## src/rtl/swtm_pkg.sv

```systemverilog
package swtm_pkg;

    parameter int LEN_W    = 11;
    parameter int ID_W     = 8;
    parameter int CPB_W    = 8;
    parameter int CPB_FRAC = 4;
    parameter int LINK_W   = 8;
    parameter int BUF_W    = 19;

    localparam int PROD_W = LEN_W + CPB_W;
    localparam int SER_W  = PROD_W + 1 - CPB_FRAC;
    localparam int DLY_W  = ((SER_W > LINK_W) ? SER_W : LINK_W) + 1;

    typedef logic [LEN_W-1:0]  len_t;
    typedef logic [ID_W-1:0]   id_t;
    typedef logic [CPB_W-1:0]  cpb_t;
    typedef logic [LINK_W-1:0] link_t;
    typedef logic [BUF_W-1:0]  buf_t;
    typedef logic [DLY_W-1:0]  dly_t;

    typedef struct packed {
        id_t  id;
        len_t len;
        dly_t dly;
    } desc_t;

    // Serialization rounded up, plus wire latency, never below one cycle.
    function automatic dly_t total_delay(len_t len, cpb_t cpb, link_t link);
        logic [PROD_W-1:0] prod;
        logic [PROD_W:0]   rnd;
        logic [SER_W-1:0]  ser;
        dly_t              tot;
        prod = {{CPB_W{1'b0}}, len} * {{LEN_W{1'b0}}, cpb};
        rnd  = {1'b0, prod} + (PROD_W+1)'((1 << CPB_FRAC) - 1);
        ser  = SER_W'(rnd >> CPB_FRAC);
        tot  = DLY_W'(ser) + DLY_W'(link);
        if (tot == '0) tot = DLY_W'(1);
        return tot;
    endfunction

endpackage

```

## src/rtl/swtm_delay_calc.sv

```systemverilog
module swtm_delay_calc
    import swtm_pkg::*;
(
    input  len_t  len,
    input  cpb_t  cpb,
    input  link_t link,
    output dly_t  dly
);
    assign dly = total_delay(len, cpb, link);
endmodule

```

## src/rtl/swtm_drop_counter.sv

```systemverilog
module swtm_drop_counter #(
    parameter int W = 8
) (
    input  logic         clk,
    input  logic         rst,
    input  logic         hit,
    output logic [W-1:0] cnt
);
    localparam logic [W-1:0] TOP = '1;

    always_ff @(posedge clk) begin
        if (rst)
            cnt <= '0;
        else if (hit && cnt != TOP)
            cnt <= cnt + 1'b1;
    end

    assert_drop_step_R9: assert property (@(posedge clk) disable iff (rst)
        (hit && cnt != TOP) |=> cnt == $past(cnt) + 1'b1)
        else $error("drop count did not advance");

    assert_drop_hold_R9: assert property (@(posedge clk) disable iff (rst)
        (!hit || cnt == TOP) |=> $stable(cnt))
        else $error("drop count moved without a drop or wrapped");
endmodule

```

## src/rtl/swtm_port_queue.sv

```systemverilog
module swtm_port_queue
    import swtm_pkg::*;
#(
    parameter int DEPTH = 8
) (
    input  logic  clk,
    input  logic  rst,
    input  logic  req,
    input  desc_t req_desc,
    input  buf_t  cfg_buf,
    output logic  accept,
    output logic  rel_valid,
    output id_t   rel_id
);
    localparam int AW = $clog2(DEPTH);
    localparam int CW = AW + 1;

    desc_t            slots [DEPTH];
    logic [AW-1:0]    rd_ptr, wr_ptr;
    logic [CW-1:0]    count, count_after;
    buf_t             occ, occ_after;
    dly_t             head_cnt;
    logic             pop;
    desc_t            head, next_head;
    logic [BUF_W:0]   need;

    always_comb begin
        head        = slots[rd_ptr];
        next_head   = slots[rd_ptr + 1'b1];
        pop         = (count != '0) && (head_cnt == DLY_W'(1));
        // Release is credited before the new arrival is judged.
        occ_after   = pop ? occ - BUF_W'(head.len) : occ;
        count_after = count - CW'(pop);
        need        = {1'b0, occ_after} + (BUF_W+1)'(req_desc.len);
        accept      = req && (need <= {1'b0, cfg_buf})
                          && (count_after < CW'(DEPTH));
    end

    assign rel_valid = pop;
    assign rel_id    = head.id;

    always_ff @(posedge clk) begin
        if (accept)
            slots[wr_ptr] <= req_desc;
    end

    always_ff @(posedge clk) begin
        if (rst) begin
            rd_ptr   <= '0;
            wr_ptr   <= '0;
            count    <= '0;
            occ      <= '0;
            head_cnt <= '0;
        end else begin
            if (pop)    rd_ptr <= rd_ptr + 1'b1;
            if (accept) wr_ptr <= wr_ptr + 1'b1;
            count <= count_after + CW'(accept);
            occ   <= accept ? occ_after + BUF_W'(req_desc.len) : occ_after;
            if (count_after != '0)
                head_cnt <= pop ? next_head.dly : head_cnt - 1'b1;
            else if (accept)
                head_cnt <= req_desc.dly;
            else
                head_cnt <= '0;
        end
    end

    assert_empty_no_bytes_R5: assert property (@(posedge clk) disable iff (rst)
        (count == '0) |-> (occ == '0))
        else $error("bytes held by an empty queue");

    assert_head_armed_R2: assert property (@(posedge clk) disable iff (rst)
        (count != '0) |-> (head_cnt != '0))
        else $error("queued head has no countdown");

    assert_depth_bound_R7: assert property (@(posedge clk) disable iff (rst)
        count <= CW'(DEPTH))
        else $error("queue exceeded its slot count");

    assert_release_shrinks_R3: assert property (@(posedge clk) disable iff (rst)
        (pop && !accept) |=> count == $past(count) - 1'b1)
        else $error("release did not remove an entry");
endmodule

```

## src/rtl/swtm_switch_timing.sv

```systemverilog
module swtm_switch_timing
    import swtm_pkg::*;
#(
    parameter int NUM_PORTS = 2,
    parameter int DEPTH     = 8,
    parameter int DROP_W    = 8,
    localparam int PORT_W   = (NUM_PORTS > 1) ? $clog2(NUM_PORTS) : 1
) (
    input  logic                      clk,
    input  logic                      rst,
    input  logic [CPB_W-1:0]          cfg_cyc_per_byte,
    input  logic [LINK_W-1:0]         cfg_link_delay,
    input  logic [BUF_W-1:0]          cfg_buf_bytes,
    input  logic                      arr_valid,
    input  logic [PORT_W-1:0]         arr_port,
    input  logic [LEN_W-1:0]          arr_len,
    input  logic [ID_W-1:0]           arr_id,
    output logic [NUM_PORTS-1:0]      rel_valid,
    output logic [NUM_PORTS*ID_W-1:0] rel_id,
    output logic                      drop_strobe,
    output logic [DROP_W-1:0]         drop_count
);
    desc_t                in_desc;
    dly_t                 in_dly;
    logic [NUM_PORTS-1:0] accepted;

    swtm_delay_calc u_dly (
        .len  (arr_len),
        .cpb  (cfg_cyc_per_byte),
        .link (cfg_link_delay),
        .dly  (in_dly)
    );

    always_comb begin
        in_desc.id  = arr_id;
        in_desc.len = arr_len;
        in_desc.dly = in_dly;
    end

    for (genvar p = 0; p < NUM_PORTS; p++) begin : g_port
        logic req_p;
        assign req_p = arr_valid && (arr_port == PORT_W'(p));
        swtm_port_queue #(.DEPTH(DEPTH)) u_q (
            .clk       (clk),
            .rst       (rst),
            .req       (req_p),
            .req_desc  (in_desc),
            .cfg_buf   (cfg_buf_bytes),
            .accept    (accepted[p]),
            .rel_valid (rel_valid[p]),
            .rel_id    (rel_id[p*ID_W +: ID_W])
        );
    end

    assign drop_strobe = arr_valid && (accepted == '0);

    swtm_drop_counter #(.W(DROP_W)) u_drops (
        .clk (clk),
        .rst (rst),
        .hit (drop_strobe),
        .cnt (drop_count)
    );

    assert_single_accept_R4: assert property (@(posedge clk) disable iff (rst)
        $onehot0(accepted))
        else $error("one arrival taken by several outputs");
endmodule

```

## config.mk

```make
export PLATFORM = sky130hd
export DESIGN_NAME = swtm_switch_timing
export DESIGN_NICKNAME = d
export VERILOG_FILES = /design/src/rtl/swtm_pkg.sv /design/src/rtl/swtm_delay_calc.sv /design/src/rtl/swtm_drop_counter.sv /design/src/rtl/swtm_port_queue.sv /design/src/rtl/swtm_switch_timing.sv
export SDC_FILE = /design/constraint.sdc
export NUM_CORES = 1
export LEC_CHECK = 0
export BUFFER_PORTS_ARGS = -buffer_cell sky130_fd_sc_hd__buf_2
export CAP_MARGIN = 20
export CORE_ASPECT_RATIO = 1.25
export CORE_MARGIN = 2
export CORE_UTILIZATION = 55
export DETAILED_ROUTE_END_ITERATION = 10
export GPL_ROUTABILITY_DRIVEN = 1
export PLACE_DENSITY_LB_ADDON = 0.15
export SLEW_MARGIN = 5
export SYNTH_ARGS = -nofsm -noshare
export SYNTH_HDL_FRONTEND = slang
export SYNTH_HIERARCHICAL = 1
export SYNTH_SLANG_ARGS = --single-unit
```

## constraint.sdc

```tcl
create_clock -name clk -period 10.1 [get_ports clk]
set_clock_uncertainty 0.05 [all_clocks]
set_input_delay 0 -clock clk [delete_from_list [all_inputs] [get_ports clk]]
set_output_delay 0 -clock clk [all_outputs]
set_load 0.01 [all_outputs]
```

==> results of run 1 <==
[metrics by stage]
stage          std cells  setup slack [ns]  hold slack, ns  instance area, µm²
5_1_grt             3522             0.440           0.115               38700
2_1_floorplan       2505             -1.05          0.0221               34700
3_5_place_dp        3381              1.29           0.290               36300
3_3_place_gp        3378              1.56           0.288               36300
6_report            3524              1.18          0.0643               38700
4_1_cts             3522              1.20          0.0417               38700
[worst max-delay path by stage]
stage	startpoint	endpoint	slack, ns	cells after the start
finish	register	drop_strobe	1.18	28
global route	register	drop_strobe	0.44	28
CTS	register	drop_strobe	1.20	28
detailed placement	register	u_drops/cnt[3]	1.29	30
global placement	register	u_drops/cnt[3]	1.56	30
floorplan	register	g_port[0].u_q/slots[1][0]	-1.05	29
[layout by cell type (no fill, tap or decap), types with 55 or more instances in the layout]
cell type | synthesis | layout
a21oi_1 | 89 | 89
and2_1 | 69 | 69
buf_2 | 2 | 84
buf_4 | 5 | 55
clkbuf_16 | 0 | 69
dfxtp_1 | 106 | 100
edfxtp_1 | 576 | 576
fa_1 | 61 | 61
ha_1 | 154 | 154
inv_1 | 173 | 173
mux2i_1 | 76 | 76
mux4_2 | 144 | 144
nand2_1 | 180 | 180
nor2_1 | 119 | 118
o21ai_0 | 67 | 67
xnor2_1 | 62 | 61
xor2_1 | 60 | 58
[cells by family after synthesis]
family | after synthesis
AOI/OAI and AO/OA | 361
xor gates and xnor gates | 124
adders and majority gates | 215
buffers and inverters | 270
DFF | 682
muxes | 245
and+or+nand+nor | 608
[final cells by class]
class | instances | area [µm²]
Clock inverter | 37 | 407
Inverter | 175 | 659
Multi-Input combinational cell | 1553 | 14300
Antenna cell | 2 | 5.00
Sequential cell | 682 | 19400
Tap cell | 832 | 1040
Clock buffer | 83 | 1800
Fill cell | 4646 | 23400
Timing Repair Buffer | 160 | 1040
[power breakdown]
| part | switching, W | total (W) | internal, W |
|---|---|---|---|
| logic | 0.00267 | 0.00397 | 0.00130 |
| clock network | 0.00107 | 0.00249 | 0.00142 |
| registers | 0.0000967 | 0.00418 | 0.00408 |
| total | 0.00384 | 0.0106 | 0.00680 |
[routing by layer]
metal  vias up  global-route usage
met5         -                   0
met4         4              0.0897
met3       133              0.0319
met2       596               0.433
met1     10800               0.321
li1       9717                   -
[worst register-to-register path: cells and delay by family (launching register included)]
kind,cells,cell delay (ns)
AOI/OAI and AO/OA,12,2.41
and+or+nand+nor,8,2.36
adders and majority gates,4,1.28
muxes,2,0.87
DFF,1,0.85
buffers and inverters,2,0.68
xor gates and xnor gates,2,0.32
[state kept, by name (all words and copies together), names as in the netlist, named ones only]
| signal | cells |
|---|---|
| u_drops/cnt | 8 |
| g_port.u_q/count | 8 |
| g_port.u_q/slots | 576 |
| g_port.u_q/wr_ptr | 6 |
| g_port.u_q/head_cnt | 34 |
| g_port.u_q/rd_ptr | 6 |
| g_port.u_q/occ | 38 |
[repair_timing]
action / in CTS / in global routing
setup endpoints to repair: 0 / 0
endpoints found under the hold margin: 315 / 0
hold buffers: 21 / 0
==> results.json, run 1 <==
{
  "outcome": "completed",
  "worstSetupStartpointType": "register",
  "dr_wl_met2_mm": 40.7,
  "final_antenna_net_count": 0,
  "rsz0062_at_grt": "no",
  "finalSetupViolCount": 0,
  "clkTransAtPathRegs_ns": 0.06,
  "synthTopCellsByArea": "edfxtp_1, mux4_2, dfxtp_1, ha_1, fa_1",
  "path_buf_inv": 3,
  "muxShareOfSynthArea": 0.124,
  "gp_congestion": 0.852,
  "rows": 102,
  "required_ns": 10.05,
  "ys_async_sr_fraction": 0,
  "met1_length_mm": 32.5,
  "hold_class": "in2reg",
  "ys.flop_type": "edfxtp_1",
  "grt_pass1_wl_mm": 124,
  "synth-simple-area-share": 0.0915,
  "fin_util": 0.623,
  "synth_fa_ha_area_frac": 0.0908,
  "p_per_area_nw_per_um2": 275,
  "syn_avg_cell_area_um2": 13.8,
  "drcViolationCount": 0,
  "antenna_found_initial": 6,
  "drv_cap": 0,
  "numPortBuffers": 84,
  "syn_to_final_growth_pct": 11.7,
  "cts_sinks": 682,
  "r2r_setup_slack_ns": 1.20,
  "max_stage_delay_ns": 0.85,
  "cpMostUsedCell": "o21ai_0",
  "netlist_area_um2": 34700,
  "synth_edf_count": 576,
  "die_y_um": 285,
  "period_needed_ns": 8.92,
  "clkLatencyLatePin_ns": 0.62,
  "synth-xor-area-share": 0.0321,
  "hpwl_mm": 52.1,
  "synthTopCellsByCount": "edfxtp_1, nand2_1, inv_1",
  "wl_mm": 79.9,
  "synth_nets": 2778,
  "totalPowerFinal_w": 0.0106,
  "worstHoldStart": "arr_port",
  "vias": 21300,
  "syn-instance-count": 2505,
  "dr_wl_met3_mm": 4.32,
  "yosys.area.top_type": "edfxtp_1",
  "core_um2": 62200,
  "max_freq_mhz": 112,
  "yosys.area.top_type_share": 0.499,
  "synth_compound_area_frac": 0.0704,
  "min_to": "g_port[1].u_q/occ[18]",
  "synth-seq-cells": 682,
  "htreeDepth": 3,
  "slew_headroom": 0.199,
  "cts_resized": 0,
  "maxSlewViolCount": 0,
  "crit_family": "compound AO/OA/AOI/OAI gates",
  "synthDistinctLibCells": 96,
  "grt_max_degree": 54,
  "grt-ovfl-total": 0,
  "synth_top_family_by_area": "multiplexers",
  "ys_warn_count": 6,
  "cpMaxStageDelayCell": "dfxtp_2",
  "nets": 2912,
  "cp-end-kind": "primary output",
  "ir_worst_vdd_mv": 0.621,
  "synth.most_common_cell": "edfxtp_1",
  "first_global_vias": 22100,
  "first_pass_iters": 7,
  "synth_seq_area_share": 0.560,
  "finalHoldViolations": 0,
  "drive_gt1_frac": 0.180,
  "numCtsBuffers": 67,
  "whs_path_depth": 7,
  "critPathKind": "reg2out",
  "final.setup.tns_ns": 0,
  "power_leakage_nw": 14.0,
  "drt-initial-drc-count": 1931,
  "vias_per_cell": 6.04,
  "worstRegToRegCells": 30,
  "wire_per_inst_um": 22.7,
  "cp_max_fo": 29,
  "initial_core_util": 0.558,
  "min_period_over_period": 0.883,
  "die_w_um": 229,
  "cts_buffer_depth": 3,
  "top_layer": "met5",
  "reg2reg_to": "u_drops/cnt[3]",
  "cts_tree": "done",
  "post_cts_buffers": 0,
  "io_pins": 85,
  "worstMarginPinSlew_ns": 1.19,
  "cts_root_buf": "clkbuf_16",
  "track_usage": 0.248,
  "worstPathArrival_ns": 8.87,
  "die_area_um2": 65100
}
Power figures use the tool's default switching activity.
==> inputs of run 2 (changes only) <==
Settings changed: CELL_PAD_IN_SITES_DETAIL_PLACEMENT set to 1, CELL_PAD_IN_SITES_GLOBAL_PLACEMENT set to 2, CORE_UTILIZATION 55 to 41.
==> run 2 against run 1 <==
  * Critical path depth rose by 3
  * Cell count rose by 7.8%
  * Power grew 5.3%
  * Global-route usage is 3.3 points lower
  * Setup slack worse by 0.16 ns
  * Routed wire length increased by 15%
  * Flip-flop and latch count unchanged
  * Non-clock buffer count increased by 12
  * First-iteration DRC count is 32% lower
  * Critical endpoint is now u_drops/cnt[2]
  * Largest cell class unchanged
==> results.json, run 2 (synthesis results as in run 1) <==
{
  "outcome": "completed",
  "core_um2": 84000,
  "first_global_vias": 23600,
  "drv_cap": 0,
  "cts_tree": "done",
  "crit_family": "compound AO/OA/AOI/OAI gates",
  "fill_cells": 8456,
  "power_leakage_nw": 14.2,
  "io_pins": 85,
  "vias": 21300,
  "worstPathArrival_ns": 9.52,
  "die_area_um2": 87000,
  "numPortBuffers": 84,
  "cts_buffer_depth": 3,
  "wire_per_inst_um": 24.2,
  "max_freq_mhz": 110,
  "cpMaxStageDelayCell": "dfxtp_4",
  "initial_core_util": 0.413,
  "nets": 2928,
  "drt-initial-drc-count": 1306,
  "hpwl_mm": 62.1,
  "max_flop_register": "g_port.u_q/slots",
  "track_usage": 0.215,
  "grt_busiest_layer": "met2",
  "hold_class": "in2reg",
  "grt-ovfl-total": 0,
  "max_stage_delay_ns": 0.59,
  "final.setup.tns_ns": 0,
  "top_regs": "g_port.u_q/slots (576), g_port.u_q/occ (38), g_port.u_q/head_cnt (34)",
  "holdWs_ns": 0.0861,
  "first_pass_iters": 4,
  "drive_gt1_frac": 0.185,
  "cp_max_fo": 29,
  "die_w_um": 264,
  "grt_pass1_wl_mm": 142,
  "cp-end-kind": "register",
  "largest_reg_flops": 576,
  "htreeDepth": 3,
  "worstHoldStart": "arr_port",
  "period_needed_ns": 9.08,
  "totalPowerFinal_w": 0.0112,
  "maxSlewViolCount": 0,
  "syn_to_final_growth_pct": 13.7,
  "p_per_area_nw_per_um2": 284,
  "cts_root_buf": "clkbuf_16",
  "layout_commonest_cell": "edfxtp_1",
  "die_y_um": 329,
  "use_met1": 0.270,
  "worstSetupStartpointType": "register",
  "slew_headroom": 0.236,
  "finalHoldViolations": 0,
  "final_antenna_net_count": 0,
  "worstMarginPinSlew_ns": 1.14,
  "path_buf_inv": 3,
  "rsz0062_at_grt": "no",
  "drcViolationCount": 0,
  "grtUsageMet2": 0.392,
  "numCtsBuffers": 71,
  "ir_worst_vdd_mv": 0.464,
  "antenna_found_initial": 1,
  "clkLatencyLatePin_ns": 0.63,
  "cts_sinks": 682,
  "grt_max_degree": 43,
  "critPathKind": "reg2reg",
  "post_cts_buffers": 0,
  "finalSetupViolCount": 0,
  "gp_congestion": 0.821,
  "min_period_over_period": 0.899,
  "rows": 119,
  "pre_cts_slack_ns": 0.918,
  "fin_ws_ns": 1.02,
  "grt_use_met3": 0.0234,
  "vias_per_cell": 5.59,
  "cpMostUsedCell": "o21ai_0",
  "layout_common_cells": "edfxtp_1, nand2_1, inv_1",
  "clkTransAtPathRegs_ns": 0.06,
  "required_ns": 10.54,
  "wl_mm": 92.0
}
==> run 2: changes by cell type in the layout (fill, tap and decap cells not counted), sizes merged <==
cell,change
buf,+10
bufinv,+6
clkbuf,+4
clkinv,+1
diode,-1
dlygate4sd3,+2
inv,-3
==> run 2: area by class of cell <==
class	instances	area, µm²	area share
flip-flops and latches	682	19400	0.493
multi-input cells	1553	14400	0.365
clock buffers	87	1860	0.0471
well taps	1089	1360	0.0345
repair buffers	172	1150	0.0293
inverters	175	659	0.0167
clock inverters	41	583	0.0148
diodes	1	2.50	0.0000635
==> run 2: report_power, final <==
part / internal [W] / switching (W) / total [W]
registers: 0.00408 / 0.0000999 / 0.00418
clock network: 0.00161 / 0.00113 / 0.00274
logic: 0.00138 / 0.00290 / 0.00428
total: 0.00708 / 0.00413 / 0.0112
==> run 2: metrics by stage <==
| step | utilization | cell area [µm²] | instances |
|---|---|---|---|
| global route | 0.470 | 39400 | 3799 |
| CTS | 0.469 | 39400 | 3798 |
| finish | 0.470 | 39400 | 3800 |
| global placement | 0.437 | 36700 | 3644 |
| floorplan | - | 34700 | 2505 |
| detailed placement | 0.438 | 36700 | 3647 |
==> run 2: path summary, 6_finish.rpt <==
kind	end	slack (ns)	depth (start not counted)
max	u_drops/cnt[2]	1.02	31
max reg2reg	u_drops/cnt[2]	1.02	31
min	g_port[1].u_q/occ[18]	0.09	7
min reg2reg	register	0.46	2
==> run 2: metal layers <==
metal / vias up / part of all wire
met1: 11000 / 0.43
met5: - / 0
li1: 9748 / -
met2: 324 / 0.52
met3: 132 / 0.026
met4: 0 / 0.023
==> run 2: tightest hold or removal path, delay by kind of cell <==
| kind | cells | cell delay [ns] |
|---|---|---|
| buffers and inverters | 1 | 0.11 |
| and+or+nand+nor | 4 | 0.46 |
| AOI/OAI and AO/OA | 2 | 0.12 |
==> run 2: timing repair <==
item / in CTS / in global routing
resized for setup: 0 / 2
endpoints found under the hold margin: 333 / 0
endpoints found under the setup margin: 0 / 2
hold buffers: 23 / 0
